**src/rtl/i2c_addr_matcher.sv**
```systemverilog
module i2c_addr_matcher (
  input  logic       clk,
  input  logic       rst_n,
  input  logic       enable,
  input  logic       cfg_we,
  input  logic [9:0] cfg_addr,
  input  logic [9:0] cfg_alt,
  input  logic [1:0] cfg_mode,
  input  logic       cfg_ten,
  input  logic       cfg_gcall,
  input  logic       flag_clr,
  input  logic       byte_vld,
  input  logic       byte_first,
  input  logic [7:0] byte_data,
  output logic       addr_match,
  output logic       rd_dir,
  output logic [9:0] matched_addr
);
  localparam logic [4:0] HDR10 = 5'b11110;

  logic [9:0] a_q, b_q, last_addr_q, maddr_q;
  logic [1:0] mode_q, hi_q;
  logic       ten_q, gc_q, pend_q, last_ok_q, flag_q, dir_q;

  function automatic logic cmp(input logic [9:0] c, input logic [9:0] a,
                               input logic [9:0] b, input logic [1:0] m);
    case (m)
      2'd1:    cmp = (c == a) || (c == b);
      2'd2:    cmp = (c >= b) && (c <= a);
      default: cmp = ((c ^ a) & ~b) == 10'd0;
    endcase
  endfunction

  wire        hdr    = byte_data[7:3] == HDR10;
  wire [9:0]  a_eff  = ten_q ? a_q : {3'b000, a_q[6:0]};
  wire [9:0]  b_eff  = ten_q ? b_q : {3'b000, b_q[6:0]};
  wire [9:0]  cand7  = {3'b000, byte_data[7:1]};
  wire [9:0]  cand10 = {hi_q, byte_data};
  wire        go     = enable && byte_vld;

  wire gc_hit = byte_first && gc_q && (byte_data == 8'h00);
  wire hit7   = byte_first && !ten_q && cmp(cand7, a_eff, b_eff, mode_q);
  wire rd_hit = byte_first && ten_q && hdr && byte_data[0] && last_ok_q &&
                (byte_data[2:1] == last_addr_q[9:8]);
  wire hit10  = !byte_first && pend_q && cmp(cand10, a_eff, b_eff, mode_q);
  wire hit    = go && (gc_hit || hit7 || rd_hit || hit10);

  wire [9:0] new_addr = gc_hit ? 10'd0 : rd_hit ? last_addr_q : hit10 ? cand10 : cand7;
  wire       new_dir  = gc_hit ? 1'b0 : rd_hit ? 1'b1 : hit10 ? 1'b0 : byte_data[0];

  always_ff @(posedge clk) begin
    if (!rst_n) begin
      a_q <= '0; b_q <= '0; mode_q <= '0; ten_q <= 1'b0; gc_q <= 1'b0;
      pend_q <= 1'b0; hi_q <= '0; last_ok_q <= 1'b0; last_addr_q <= '0;
      flag_q <= 1'b0; dir_q <= 1'b0; maddr_q <= '0;
    end else begin
      if (cfg_we && !enable) begin
        a_q <= cfg_addr; b_q <= cfg_alt; mode_q <= cfg_mode;
        ten_q <= cfg_ten; gc_q <= cfg_gcall;
      end
      if (!enable) begin
        pend_q <= 1'b0;
        last_ok_q <= 1'b0;
      end else if (byte_vld) begin
        if (byte_first) begin
          pend_q <= ten_q && hdr && !byte_data[0];
          hi_q <= byte_data[2:1];
          last_ok_q <= rd_hit;
        end else begin
          pend_q <= 1'b0;
          if (hit10) begin
            last_ok_q <= 1'b1;
            last_addr_q <= cand10;
          end
        end
      end
      if (hit) begin
        flag_q <= 1'b1;
        dir_q <= new_dir;
        maddr_q <= new_addr;
      end else if (flag_clr) begin
        flag_q <= 1'b0;
      end
    end
  end

  assign addr_match   = flag_q;
  assign rd_dir       = dir_q;
  assign matched_addr = maddr_q;

  assert_cfg_locked_R1: assert property (@(posedge clk) disable iff (!rst_n)
    enable |=> $stable({a_q, b_q, mode_q, ten_q, gc_q}));

  assert_flag_clear_R9: assert property (@(posedge clk) disable iff (!rst_n)
    (flag_clr && !byte_vld) |=> !addr_match);

  assert_idle_hold_R10: assert property (@(posedge clk) disable iff (!rst_n)
    (!enable && !flag_clr) |=> $stable({addr_match, rd_dir, matched_addr}));

  assert_rise_cause_R10: assert property (@(posedge clk) disable iff (!rst_n)
    $rose(addr_match) |-> $past(enable && byte_vld));

  assert_header_wait_R6: assert property (@(posedge clk) disable iff (!rst_n)
    (enable && byte_vld && byte_first && ten_q && hdr && !byte_data[0] &&
     !addr_match) |=> !addr_match);
endmodule

```
**config.mk**
```make
export PLATFORM = sky130hd
export DESIGN_NAME = i2c_addr_matcher
export DESIGN_NICKNAME = d
export VERILOG_FILES = /design/src/rtl/i2c_addr_matcher.sv
export SDC_FILE = /design/constraint.sdc
export NUM_CORES = 1
export LEC_CHECK = 0
export BUFFER_PORTS_ARGS = -buffer_cell sky130_fd_sc_hd__buf_2
export CORE_ASPECT_RATIO = 1.5
export CORE_MARGIN = 8
export CORE_UTILIZATION = 45
export CTS_CLUSTER_DIAMETER = 200
export DETAILED_ROUTE_END_ITERATION = 7
export GPL_ROUTABILITY_DRIVEN = 0
export PLACE_DENSITY = 0.64
export SETUP_SLACK_MARGIN = 0.5
export SYNTH_ARGS = -nofsm -noshare
export SYNTH_HDL_FRONTEND = slang
export SYNTH_SLANG_ARGS = --single-unit
export TNS_END_PERCENT = 20
```
**constraint.sdc**
```tcl
create_clock -name clk -period 3.45 [get_ports clk]
set_input_delay 0.345 -clock clk [delete_from_list [all_inputs] [get_ports clk]]
set_output_delay 0.345 -clock clk [all_outputs]
set_load 0.02 [all_outputs]
```
==> key figures <==
Run status
  – Status: finished, final reports clean

Cells and area
  – Layout fillers: 679
  – Number of diodes: 0
  – Share of post-route cells with drive strength above 1: 0.176
  – Post-route insts no fill: 522
  – Final net count: 518
  – Most frequent cells in the layout: 83 x nand2_1, 50 x buf_2, 49 x dfxtp_1
  – Commonest non-fill, non-tap cell in the layout: nand2_1
  – Layout area overhead: 14.5%

Drt
  – Vias: 3,030
  – DR pass1 iterations: 4
  – WL/cell: 16.9 µm
  – Routed WL: 8840 µm
  – DR vias/cell: 5.80
  – Antenna Nets Post-Route: 0
  – Initial DRC count: 94
  – Drc violations: 0

Power and ir drop
  – Peak VDD IR: 0.167 mV
  – P_leak: 1.51 nW
  – Clock power share: 0.333
  – Switching power: 0.000344 W
  – Comb pwr share: 0.179
  – Int Pwr: 0.000905 W
  – Register share of total power: 0.488
  – Net Sw Frac: 0.276
  – Power density over the cells: 340 nW/µm²

Timing
  – Clock skew: 0.00801 ns
  – Actual slew at the worst max-slew pin: 0.839 ns
  – Final Hold Viols: 0
  – Tcrit/Tclk final: 0.777
  – Setup TNS: 0 ns
  – Relative slew slack: 0.441
  – Post-layout min period: 2.68 ns
  – # setup viols final: 0
  – Max Clk Rate: 373 MHz
  – Max Slew Vio Count: 0
  – RSZ-0062 raised after global routing: false

Logic synthesis
  – Post-synth EDFFs: 0
  – Yosys Warn Count: 0
  – Mean area per synthesized cell: 8.14 µm²
  – Post-synth net total: 469
  – Asr flop ratio synth: 0
  – Synth Cell Area: 3210 µm²
  – Cell variety after synth: 56
  – Seq/Total Area, Yosys: 0.312
  – Post-synth top flop: dfxtp_1
  – Syn Inst Count: 394
  – Count of state elements after synthesis: 50

Critical path
  – Kind of cell adding the most delay to the critical path: compound AO/OA/AOI/OAI gates
  – CP Class: reg -> reg
  – CP required: 3.68 ns
  – Crit. End Element: flop
  – CP Launch Type: flop
  – CP max stage cell: dfxtp_2
  – CP bufs+invs: 0
  – CP peak stage delay: 0.44 ns
  – CP Data Arrival Time: 2.91 ns
  – Crit path max fanout: 12
  – Critical path, cell by cell: nand2_1, ha_1, nand4_1, a211oi_1, a2111oi_2, o221ai_2, a21oi_2, mux2_2, o32ai_1

Placement
  – Port buffer count: 50
  – Post-placement cell count: 511
  – Dpl hpwl: 6950 µm

Clock network
  – TritonCTS clock tree: yes
  – Total clock sinks: 50
  – TritonCTS Buffers: 5
  – Worst-path clk slew: 0.09 ns
  – Htree depth: 2
  – CTS max path bufs: 2
  – Root Buffer: clkbuf_8
  – Clk_lat worst skew: 0.31 ns

Die
  – Core box area: 6900 µm²
  – I/O pins: 51
  – Full die area: 10,100 µm²
  – Initial core utilization: 0.465
  – Die height: 119 µm
  – Die Width: 84.9 µm
  – Row cnt: 37

Global route
  – Initial antenna violation count: 0
  – GR Util All Layers: 0.179
  – Vias in the first global route: 3,118
  – Pin count of the biggest net entering global routing: 46
  – First-pass GRT wire length: 14,700 µm
  – Grt ovf: 0

Hold path
  – HP Class: in -> reg

Job
  – Max-cap violations: 0
-- stage by stage --
step	hold WS, ns	util	area [µm²]	total power [W]	setup slack [ns]
after CTS	0.270	0.531	3660	0.00126	0.528
after detailed placement	0.447	0.511	3520	0.000842	0.367
after global placement	0.442	0.511	3520	0.000836	0.464
final	0.276	0.532	3670	0.00125	0.768
after floorplan	0.435	-	3210	0.000760	0.512
after global routing	0.278	0.532	3670	0.00131	0.513
-- cell type report --
class	count	area, µm²	area share
clock buffer	7	76.3	0.0208
tap	78	97.6	0.0266
multi-input combinational	300	2050	0.558
clock inverter	1	30.0	0.00818
inverter	28	105	0.0286
sequential	50	1000	0.273
timing repair buffer	58	310	0.0845
-- flip-flops by register name, indices dropped and copies added (netlist names) --
signal	flops
ten_q	1
hi_q	2
a_q	10
addr_match	1
gc_q	1
mode_q	2
pend_q	1
last_addr_q	10
last_ok_q	1
b_q	10
rd_dir	1
matched_addr	10
-- what timing repair did --
action / 4_1_cts / 5_1_grt
pin swaps: 2 / 0
setup buffers: 3 / 0
resized for setup: 3 / 3
gates cloned: 0 / 0
endpoints found under the setup margin: 18 / 23
hold buffers: 0 / 0
-- cell families after synthesis --
group / synth area share
AND/OR/NAND/NOR: 0.200
AO/OA/AOI/OAI: 0.250
flip-flops: 0.312
buffers and inverters: 0.0542
adder cells (fa/ha/maj): 0.140
multiplexers: 0.0382
XOR/XNOR: 0.00546
-- final timing paths --
kind / end / slack (ns) / from / cells after the start
max: matched_addr[0] / 0.77 / ten_q / 9
min reg2reg: matched_addr[3] / 0.46 / matched_addr[3] / 2
max reg2reg: matched_addr[0] / 0.77 / ten_q / 9
min: b_q[9] / 0.28 / cfg_alt[9] / 3
-- power by group through the flow --
| stage | clock network [W] | logic [W] | registers, W |
|---|---|---|---|
| final | 0.000416 | 0.000224 | 0.000609 |
| after global routing | 0.000444 | 0.000253 | 0.000612 |
| after CTS | 0.000424 | 0.000223 | 0.000609 |
| after detailed placement | 0 | 0.000219 | 0.000623 |
| after global placement | 0 | 0.000214 | 0.000622 |
| after floorplan | 0 | 0.000142 | 0.000618 |
-- cell usage after synthesis, types with 2 or more instances --
cell,number,area share
nor3_1,3,0.0047
a22oi_1,3,0.0070
nand2b_1,4,0.0078
o22ai_1,5,0.0098
xor2_1,2,0.0055
nand4_1,8,0.016
clkbuf_1,13,0.015
nor2b_1,8,0.016
ha_1,36,0.14
nor4_1,2,0.0039
a21boi_0,24,0.056
nand3_1,4,0.0062
a211oi_1,5,0.012
a21oi_1,12,0.019
nor2_1,19,0.022
a211o_1,3,0.0082
o21a_1,4,0.0094
o31ai_1,6,0.014
mux2_2,2,0.0070
inv_1,28,0.033
a2111oi_0,2,0.0055
mux2i_1,10,0.031
o221ai_1,2,0.0055
and3_1,2,0.0039
dfxtp_1,50,0.31
o21ai_1,2,0.0031
o32ai_1,6,0.016
a21o_1,2,0.0047
a21boi_1,8,0.019
and2_1,3,0.0059
o21ai_0,6,0.0094
nand2_1,83,0.097
a31oi_1,3,0.0059
a211oi_4,2,0.012
-- worst min-delay path: stages --
cell and delay [ns]:
buf_2 0.09, nand2_1 0.04, a21boi_0 0.06
-- metal layers --
layer  part of all wire  GRT usage  wire, µm  up-vias
li1                   -          -         -     1501
met1               0.40      0.188      3530     1388
met2               0.50      0.314      4400      109
met3              0.052     0.0434       464       32
met4              0.050      0.109       446        0
met5                  0          0         0        -
Power figures use the tool's default switching activity.
